### config.mk
export PLATFORM = sky130hd
export DESIGN_NAME = wdog_core
export DESIGN_NICKNAME = d
export VERILOG_FILES = /design/src/rtl/wdog_pkg.sv /design/src/rtl/wdog_rst_sync.sv /design/src/rtl/wdog_cmd.sv /design/src/rtl/wdog_count.sv /design/src/rtl/wdog_core.sv
export SDC_FILE = /design/constraint.sdc
export NUM_CORES = 1
export LEC_CHECK = 0
export BUFFER_PORTS_ARGS = -buffer_cell sky130_fd_sc_hd__clkbuf_2
export CAP_MARGIN = 20
export CORE_MARGIN = 3
export CORE_UTILIZATION = 35
export CTS_CLUSTER_SIZE = 25
export DETAILED_ROUTE_END_ITERATION = 8
export PLACE_DENSITY = 0.5
export SLEW_MARGIN = 20
export SYNTH_ARGS = -nofsm -noshare
export SYNTH_HDL_FRONTEND = slang
export SYNTH_SLANG_ARGS = --single-unit
### constraint.sdc
create_clock -name clk -period 0.8 [get_ports clk]
set_input_delay 0.04 -clock clk [delete_from_list [all_inputs] [get_ports clk]]
set_output_delay 0.04 -clock clk [all_outputs]
set_load 0.01 [all_outputs]
### src/rtl/wdog_pkg.sv
package wdog_pkg;
  localparam logic [7:0] CMD_KICK   = 8'hA5;
  localparam logic [7:0] CMD_KEY1   = 8'hDE;
  localparam logic [7:0] CMD_KEY2   = 8'hAD;
  localparam logic [7:0] CMD_LOCK   = 8'hC3;
  localparam logic [5:0] CMD_SEL_HI = 6'b001100;

  localparam int SEL_W   = 2;
  localparam int NUM_SEL = 1 << SEL_W;

  typedef logic [SEL_W-1:0] sel_t;

  typedef struct packed {
    logic kick;
    logic key1;
    logic key2;
    logic lock;
    logic sel_wr;
    sel_t sel;
  } cmd_t;
endpackage

### src/rtl/wdog_rst_sync.sv
module wdog_rst_sync (
  input  logic clk,
  input  logic rst_n_in,
  output logic rst_n_out
);
  logic stage1_q;
  logic stage2_q;

  always_ff @(posedge clk or negedge rst_n_in) begin
    if (!rst_n_in) begin
      stage1_q <= 1'b0;
      stage2_q <= 1'b0;
    end else begin
      stage1_q <= 1'b1;
      stage2_q <= stage1_q;
    end
  end

  assign rst_n_out = stage2_q;
endmodule

### src/rtl/wdog_cmd.sv
module wdog_cmd
  import wdog_pkg::*;
(
  input  logic       clk,
  input  logic       rst_n,
  input  logic       wr_en,
  input  logic [7:0] wr_data,
  output logic       en,
  output logic       lock,
  output sel_t       sel,
  output logic       reload,
  output logic       halt
);
  cmd_t cmd;
  logic en_q, en_d;
  logic lock_q, lock_d;
  logic armed_q, armed_d;
  sel_t sel_q, sel_d;
  logic state_ce;

  // Decode the command byte into one-hot actions.
  always_comb begin
    cmd        = '0;
    cmd.kick   = (wr_data == CMD_KICK);
    cmd.key1   = (wr_data == CMD_KEY1);
    cmd.key2   = (wr_data == CMD_KEY2);
    cmd.lock   = (wr_data == CMD_LOCK);
    cmd.sel_wr = (wr_data[7:SEL_W] == CMD_SEL_HI);
    cmd.sel    = wr_data[SEL_W-1:0];
  end

  // The second key counts only if the previous write was the first key.
  assign halt   = wr_en && cmd.key2 && armed_q && !lock_q;
  assign reload = wr_en && (cmd.kick || cmd.sel_wr);

  always_comb begin
    armed_d = armed_q;
    en_d    = en_q;
    lock_d  = lock_q;
    sel_d   = sel_q;
    if (wr_en) begin
      armed_d = cmd.key1;
      if (halt)       en_d   = 1'b0;
      if (cmd.kick)   en_d   = 1'b1;
      if (cmd.lock)   lock_d = 1'b1;
      if (cmd.sel_wr) sel_d  = cmd.sel;
    end
  end

  assign state_ce = wr_en;

  always_ff @(posedge clk or negedge rst_n) begin
    if (!rst_n) begin
      armed_q <= 1'b0;
      en_q    <= 1'b1;
      lock_q  <= 1'b0;
      sel_q   <= '1;
    end else if (state_ce) begin
      armed_q <= armed_d;
      en_q    <= en_d;
      lock_q  <= lock_d;
      sel_q   <= sel_d;
    end
  end

  assign en   = en_q;
  assign lock = lock_q;
  assign sel  = sel_q;
endmodule

### src/rtl/wdog_count.sv
module wdog_count
  import wdog_pkg::*;
#(
  parameter int BASE_LOG2 = 4,
  parameter int STEP_LOG2 = 2,
  parameter int CNT_W     = BASE_LOG2 + STEP_LOG2 * (NUM_SEL - 1)
) (
  input  logic clk,
  input  logic rst_n,
  input  logic en,
  input  logic halt,
  input  logic reload,
  input  sel_t sel,
  output logic rst_req
);
  logic [CNT_W-1:0] last_val [NUM_SEL];
  logic [CNT_W-1:0] cnt_q, cnt_d;
  logic             req_q, req_d;
  logic             cnt_ce;
  logic             at_end;

  // Terminal count for each interval code.
  for (genvar g = 0; g < NUM_SEL; g++) begin : g_lim
    localparam int LIM = 1 << (BASE_LOG2 + STEP_LOG2 * g);
    assign last_val[g] = CNT_W'(LIM - 1);
  end

  assign at_end = (cnt_q >= last_val[sel]);

  always_comb begin
    cnt_d = cnt_q + 1'b1;
    req_d = 1'b0;
    if (!en || halt || reload) begin
      cnt_d = '0;
    end else if (at_end) begin
      cnt_d = '0;
      req_d = 1'b1;
    end
  end

  assign cnt_ce = en || (cnt_q != '0);

  always_ff @(posedge clk or negedge rst_n) begin
    if (!rst_n) begin
      cnt_q <= '0;
    end else if (cnt_ce) begin
      cnt_q <= cnt_d;
    end
  end

  always_ff @(posedge clk or negedge rst_n) begin
    if (!rst_n) begin
      req_q <= 1'b0;
    end else begin
      req_q <= req_d;
    end
  end

  assign rst_req = req_q;
endmodule

### src/rtl/wdog_core.sv
module wdog_core
  import wdog_pkg::*;
#(
  parameter int BASE_LOG2 = 4,
  parameter int STEP_LOG2 = 2
) (
  input  logic       clk,
  input  logic       rst_n,
  input  logic       wr_en,
  input  logic [7:0] wr_data,
  output logic       rst_req,
  output logic       running,
  output logic       locked
);
  localparam int CNT_W = BASE_LOG2 + STEP_LOG2 * (NUM_SEL - 1);

  logic rst_int_n;
  logic en;
  logic halt;
  logic reload;
  sel_t sel;

  wdog_rst_sync u_sync (
    .clk       (clk),
    .rst_n_in  (rst_n),
    .rst_n_out (rst_int_n)
  );

  wdog_cmd u_cmd (
    .clk     (clk),
    .rst_n   (rst_int_n),
    .wr_en   (wr_en),
    .wr_data (wr_data),
    .en      (en),
    .lock    (locked),
    .sel     (sel),
    .reload  (reload),
    .halt    (halt)
  );

  wdog_count #(
    .BASE_LOG2 (BASE_LOG2),
    .STEP_LOG2 (STEP_LOG2),
    .CNT_W     (CNT_W)
  ) u_cnt (
    .clk     (clk),
    .rst_n   (rst_int_n),
    .en      (en),
    .halt    (halt),
    .reload  (reload),
    .sel     (sel),
    .rst_req (rst_req)
  );

  assign running = en;
endmodule

# After elaboration in Yosys (flattened, before gate mapping)
# Cells that the tools add are included.
# classes
add_sub_neg,1
n_lt_le_gt_ge,2
n_eq_ne,5
muxes,9
n_bitwise,1
n_reduce_logical,15
# ops
op,n
$mux W10,4
$eq A8 B8 Y1 const B,4
$bmux W10 S2,1
$add A10 B1 Y10 const B,1
$ge A10 B10 Y1,1
$reduce_bool A10 Y1,1
$eq A6 B4 Y1 const B,1
$reduce_and A2 Y1,3
$logic_and A1 B1 Y1,4
$logic_or A1 B1 Y1,4
$mux W1,4
$ge A3 B3 Y1 const B,1
$not A2 Y3,1
$logic_not A1 Y1,2
$reduce_bool A2 Y1,1
# totals
regBits,18
in_bits,11
elab_cells,41

# Depth between registers and ports, before layout
# Gate-level depths: netlist (run 1).
# logic_depth
ltp_word,7
mapped_depth,7

# Cells and area by module
# From an unflattened synthesis (run 1), not the netlist that was laid out.
# hier_totals
hier_cells,103
area_unflattened_um2,1039.7
# by_module_without_submodules
module,instances,cells_each,area_each_um2
wdog_count,1,74,685.7
wdog_cmd,1,26,300.3
wdog_rst_sync,1,3,53.8

# Worst setup path before layout (run 1)
# Ideal clock, no wire load.
# synth_path
kind,register to register
startpoint,"register u_cmd.sel_q[1], in the netlist u_cmd.sel[1]"
endpoint,register u_cnt.cnt_q[1]
setup_ns,0.090
arrival_time_ns,2.042
required_ns,0.710
path_slack_ns,-1.331
path_stages_with_launch,8
path_buffers,1
synth_period_minus_slack_ns,2.131
path_cell_list,dfstp_2 > nor2_1 > ha_1 > a41o_1 > maj3_2 > a221o_1 > buf_6 > o31ai_4
# synth_between
elab_chain_cells,7
# synth_rtl
item,line_no,text
start: declaration,wdog_cmd.sv:18,"sel_t sel_q, sel_d;"
start signal: assignment,wdog_cmd.sv:62,sel_q <= sel_d;
$not A2 Y3 (not written as such),wdog_count.sv:28,assign at_end = (cnt_q >= last_val[sel]);
$bmux W10 S2,wdog_count.sv:28,
$mux W10 (not written as such) (2 in series),wdog_count.sv:28,
$ge A10 B10 Y1,wdog_count.sv:28,
$mux W10,wdog_count.sv:35,end else if (at_end) begin
$mux W10,wdog_count.sv:33,if (!en || halt || reload) begin
end signal: assignment,wdog_count.sv:47,cnt_q <= cnt_d;
end: declaration,wdog_count.sv:17,"logic [CNT_W-1:0] cnt_q, cnt_d;"
# No other way between the ends. The select of a mux whose other input is x is not followed.
# A chain may end at the register's enable or synchronous reset.

# Worst setup path in the final report (run 1)
# Same ends and word-level chain as after synthesis.

==> reports/results.tsv, run 1 <==
metric	value	unit
seqCellArea	454.2	um^2
utilization	54.36	%
place_area	1428	um^2
die_h	61.09	um
p_int	1.679	mW
cap_violations	0	
synth.area.mux_share	2.120	%
core_area	2829	um^2
power.switching	651.5	uW
finalWeightedCongestion	0.7756	
cts_sinks	18	
crit_arrival	2340	ps
drtIter0Drc	18	
synth_fp_nets	114	
worstPathMaxFanout	3	
startpoint	u_cmd.sel[1]	
violations	setup timing	
cts_max_path_buffers	2	
fillers	270	
synth_fa_ha_area_share	9.305	%
final_cells	179	
finClkSkew	5.412	ps
die_area	3732	um^2
cts-buffers-inserted	3	
min-delay-start	wr_data[3]	
rsz0062_at_grt	yes	
fin_area	1538	um^2
cts-root-buf	clkbuf_4	
start_util	37.55	%
yosysSeqAreaShare	42.76	%
peakVddDrop	1.155	mV
die_w	61.09	um
fmax	466.8	MHz
min_period	2142	ps
multi_input_area	600.6	um^2
grt_max_degree	17	
setup_slack	-1342	ps
synth_warnings	0	
synthXorXnorAreaFrac	6.596	%
crit_required	1000	ps
synth_area_per_cell	11.07	um^2
finalCritPeriodShare	267.8	%
drive_above_1_share	50.00	%
antennaDiodeCount	0	
total_power	2.330	mW
syn_inst	96	
synth-simple-area-share	25.56	%
portBuffers	13	
dp_slack	-1328	ps
synthFlopType	dfrtp_1	
synth_compound_area_share	9.658	%
p_per_area	1515	nW/um^2
ys_types	35	
vias	902	
power_frac_clock	22.9	%
drv_slew	0	
syn2layout_area_growth	44.76	%
p_leak	0.7430	nW
pwr-share-seq	44.1	%
synth_edf_count	0	
path_class	register to register	
htreeDepth	1	
grt_pass1_vias	850	
switching_share	27.96	%
setup_viol	17	
holdCritPathClass	input port to register	
r2r_start	u_cmd.sel[1]	
status	finished with violations	
clk_pin_slew	100	ps
io_pins	14	
synth_top_family_by_area	simple AND/OR/NAND/NOR gates	
cts_tree	built	
cp-start-kind	register	
p_comb_share	33.0	%
ys_ff_latch	18	
dp.cells	173	
ant_nets	0	
grt_usage	14.09	%
antenna_found_initial	0	
clk_latency	280	ps
grt_pass1_wl	3.801	mm
dp_hpwl	1.894	mm
fin_nets	167	
overflow	0	
drc	0	
syn-cell-area	1062	um^2
via_per_inst	5.039	
wl_per_cell	12.59	um
endpoint_kind	register	
firstDrtPassIters	4	
async_flop_share	100.0	%
finalHoldViolations	0	
wirelength	2.253	mm
rows	19	
registers in the layout, indices dropped and copies added, names as in the netlist:
signal and count:
u_cnt.rst_req 1, u_sync.rst_n_out 1, u_cmd.armed_q 1, u_sync.stage1_q 1
u_cmd.sel 2, u_cmd.lock 1, u_cnt.cnt_q 10, u_cmd.en 1
cell type report:
type / count / share of cell area (%)
inverter: 6 / 1.465
timing repair buffer: 50 / 25.06
tap: 31 / 2.522
sequential: 18 / 29.54
multi-input combinational: 70 / 39.06
clock buffer: 4 / 2.360
synth_stat cells (2+ instances only):
cell,number,area share [%]
a21o_1,2,1.4
dfrtp_1,15,35
dfstp_2,3,7.4
ha_1,7,8.2
inv_1,6,2.1
mux2_2,2,2.1
nand2_1,5,1.8
nand3_1,4,1.9
nand4_1,5,2.9
nand4b_1,2,1.6
nor2_1,2,0.71
nor2b_1,5,2.9
nor3_2,8,7.5
o21ai_0,2,0.94
o31ai_1,2,1.4
xor2_1,7,5.8
path summary, 6_finish.rpt:
kind                       cells after the start  slack [ps]                to
hold reg to reg                                1         180    u_cnt.cnt_q[4]
max in group asynchronous                      1         370          u_cmd.en
setup / recovery                               7       -1340    u_cnt.cnt_q[1]
setup reg to reg                               7       -1340    u_cnt.cnt_q[1]
hold / removal                                 3          50          u_cmd.en
min in group asynchronous                      2          60  u_sync.rst_n_out
routing by layer:
metal / up-vias / track usage (%) / share of wire (%)
met4: 0 / 2.786 / 0.84
li1: 455 / - / -
met2: 14 / 21.75 / 49
met3: 2 / 3.774 / 3.6
met5: - / 0 / 0
met1: 431 / 19.97 / 47
cell usage in the layout (no fill, tap or decap), drive strengths merged:
cell type    count
buf             38
dfrtp           15
clkbuf          15
nor3             8
xor2             7
ha               7
inv              6
nand2            5
nor2b            5
nand4            5
nand3            4
dfstp            3
o31ai            3
nand4b           2
a21o             2
mux2             2
nor2             2
o21ai            2
and4             2
and3             2
and3b            1
o211ai           1
a41o             1
maj3             1
a221o            1
xnor2            1
or4              1
or4b             1
nor4             1
o22ai            1
o21bai           1
dlygate4sd3      1
conb             1
cells by family after synthesis:
kind of cell	Yosys count
multiplexers	2
buffers and inverters	8
XOR/XNOR	8
other	1
AND/OR/NAND/NOR	39
flip-flops	18
AO/OA/AOI/OAI	12
adder cells (fa/ha/maj)	8
through the flow:
stage | hold slack, ps | TNS, ps
3_5_place_dp | -173.1 | -14690
2_1_floorplan | -255.6 | -12800
6_report | 47.87 | -14870
5_1_grt | 49.66 | -15840
4_1_cts | 26.43 | -15120
3_3_place_gp | -174.4 | -14470
power groups by stage:
stage / combinational, mW / sequential (mW) / clock (mW)
final: 0.770 / 1.03 / 0.534
after global routing: 0.870 / 1.04 / 0.594
after CTS: 0.744 / 1.03 / 0.556
after detailed placement: 0.730 / 1.04 / 0
after global placement: 0.724 / 1.04 / 0
after floorplan: 0.307 / 1.10 / 0
critical path, cell delays in order (launching register included):
cell and delay, ps:
dfstp_2 550, nor2_2 40, ha_1 270, a41o_1 180, maj3_2 290, a221o_1 400, buf_6 160, o31ai_4 160
what timing repair did:
item / in CTS / in global routing
endpoints found under the hold margin: 2 / 0
setup buffers: 1 / 0
resized for setup: 3 / 10
pin swaps: 1 / 3
endpoints found under the setup margin: 17 / 17
hold buffers: 1 / 0
Note: power is estimated with default switching activity, not from simulation.
==> run 2: changes to the inputs <==
--- a/config.mk
+++ b/config.mk
@@ -5,6 +5,7 @@
 export SDC_FILE = /design/constraint.sdc
 export NUM_CORES = 1
 export LEC_CHECK = 0
+export ABC_AREA = 1
 export BUFFER_PORTS_ARGS = -buffer_cell sky130_fd_sc_hd__clkbuf_2
 export CAP_MARGIN = 20
 export CORE_MARGIN = 3
==> run 2 against run 1 <==
The flow still finishes with violations (setup timing). Die area grew 7.1%. Register-to-register slack gained 460 ps. Hold slack lost 29 ps. Critical path depth grew 2. Global-route usage grew 0.61 points. Clock power grew 6.9%. First-iteration DRC count grew to 2.7 times the previous value. Maximum frequency grew 27%. Non-clock buffer count shrank 1. Largest cell class unchanged. Largest power group unchanged. Highest routed layer unchanged.
==> reports/results.tsv, run 2 <==
metric	value	unit
status	finished with violations	
violations	setup timing	
finalWeightedCongestion	0.8306	
portBuffers	13	
whs	19.15	ps
vias	1034	
syn_inst	139	
die_w	63.23	um
rsz0062_at_grt	yes	
dp_slack	-942.2	ps
fmax	593.1	MHz
firstDrtPassIters	3	
die_h	63.23	um
antenna_found_initial	0	
fin_nets	211	
async_flop_share	100.0	%
dp_hpwl	2.057	mm
drc	0	
synthTopCellsByCount	nand2_1, inv_1, dfrtp_1	
finClkSkew	6.313	ps
core_area	3078	um^2
wl_per_cell	11.11	um
holdCritPathClass	input port to register	
synth_warnings	0	
crit_arrival	1900	ps
power.switching	689.2	uW
setup_viol	18	
setup_slack	-885.9	ps
ys_top_cells_by_area	dfrtp_1, nand2_1, ha_1, dfstp_2, nor2_2	
cts_max_path_buffers	2	
antennaDiodeCount	0	
peakVddDrop	0.8727	mV
drtIter0Drc	49	
cts-root-buf	clkbuf_4	
finalCritPeriodShare	210.7	%
cp-start-kind	register	
final_cell_mix	buf_4, nand2_1, inv_1	
synth_top_area_share	32.75	%
cts_sinks	18	
crit_required	1020	ps
total_power	2.299	mW
endpoint_kind	register	
power_frac_clock	24.8	%
htreeDepth	1	
ant_nets	0	
p_leak	0.8150	nW
p_per_area	1345	nW/um^2
grt_pass1_wl	4.636	mm
synthFlopType	dfrtp_1	
finalHoldViolations	0	
grt_pass1_vias	1064	
synth_fp_nets	157	
grt_max_degree	13	
via_per_inst	4.381	
clk_pin_slew	100	ps
final_common_cell	buf_4	
worstPathMaxFanout	4	
p_comb_share	29.7	%
path_class	register to register	
synth.most_common_cell	nand2_1	
syn2layout_area_growth	49.13	%
ys_ff_latch	18	
setup_tns	-10230	ps
p_int	1.610	mW
cts-buffers-inserted	3	
syn-cell-area	1146	um^2
rows	20	
min_period	1686	ps
yosysTopAreaCell	dfrtp_1	
drv_slew	0	
io_pins	14	
pwr-share-seq	45.4	%
cap_violations	0	
switching_share	29.97	%
die_area	3997	um^2
grt_usage	14.69	%
synth_area_per_cell	8.245	um^2
regMostFlops	u_cnt.cnt_q	
synth_edf_count	0	
ys_types	26	
wirelength	2.621	mm
overflow	0	
yosysSeqAreaShare	39.63	%
largest_reg_flops	10	
start_util	37.24	%
drive_above_1_share	49.48	%
cts_tree	built	
clk_latency	290	ps
run 2: critical path, stage by stage (launching register included):
cell and delay [ps]:
dfstp_2 590, nand2_4 80, ha_4 280, nand2_4 50, nor2_4 130, nand2_2 80
nor2_4 110, nor2_4 60, buf_4 130, nor3_4 100
run 2: kinds of logic (layout without fill, tap and decap cells):
family          Yosys count  after routing  share of synthesized area [%]
other cells               1              1                         0.3272
fa+ha+maj                 7              7                          7.642
mux                       1              1                         0.9825
flops                    18             18                          39.63
xor+xnor                  7              7                          5.349
buf+inv                  18             71                          5.895
simple gates             80             80                          36.57
compound gates            7              7                          3.603
run 2: stage by stage:
stage | utilization [%] | std cells | instance area, um^2
finish | 55.53 | 236 | 1709
detailed placement | 51.14 | 229 | 1574
floorplan | - | 139 | 1194
global placement | 51.14 | 229 | 1574
global route | 55.53 | 236 | 1709
CTS | 54.39 | 236 | 1674
run 2: power groups by stage:
| stage | Sequential, mW | Clock (mW) | Combinational (mW) |
|---|---|---|---|
| 6_report | 1.04 | 0.571 | 0.683 |
| 5_1_grt | 1.06 | 0.653 | 0.781 |
| 4_1_cts | 1.05 | 0.611 | 0.671 |
| 3_5_place_dp | 1.06 | 0 | 0.646 |
| 3_3_place_gp | 1.05 | 0 | 0.639 |
| 2_1_floorplan | 1.08 | 0 | 0.331 |
run 2: layer usage:
metal,global-route usage [%],vias up,part of all wire [%]
li1,-,543,-
met1,19.60,484,47
met2,24.77,5,51
met3,1.604,2,1.4
met4,4.852,0,0.80
met5,0,-,0
run 2: layout make-up:
cell class                      instances  area [um^2]
Fill cell                             301         1369
Tap cell                               44        55.05
Inverter                               18        67.56
Timing Repair Buffer                   49        374.1
Sequential cell                        18        454.2
Multi-Input combinational cell        103        721.9
Clock buffer                            4        36.28
run 2: final timing paths:
kind / from / end / slack (ps) / depth (start not counted)
hold reg to reg: u_sync.rst_n_out / u_cmd.armed_q / 100 / 0
setup / recovery: u_cmd.sel[1] / u_cnt.rst_req / -890 / 9
hold / removal: wr_data[6] / u_cmd.armed_q / 20 / 3
max in group asynchronous: u_sync.rst_n_out / u_cmd.sel[0] / 270 / 1
min in group asynchronous: rst_n / u_sync.stage1_q / 40 / 2
setup reg to reg: u_cmd.sel[1] / u_cnt.rst_req / -890 / 9
run 2: repair_timing:
action,in CTS,in global routing
buffers inserted,2,1
setup endpoints to repair,18,19
endpoints found under the hold margin,2,0
hold buffers,1,0
pin swaps,8,1
gates resized for setup,7,11
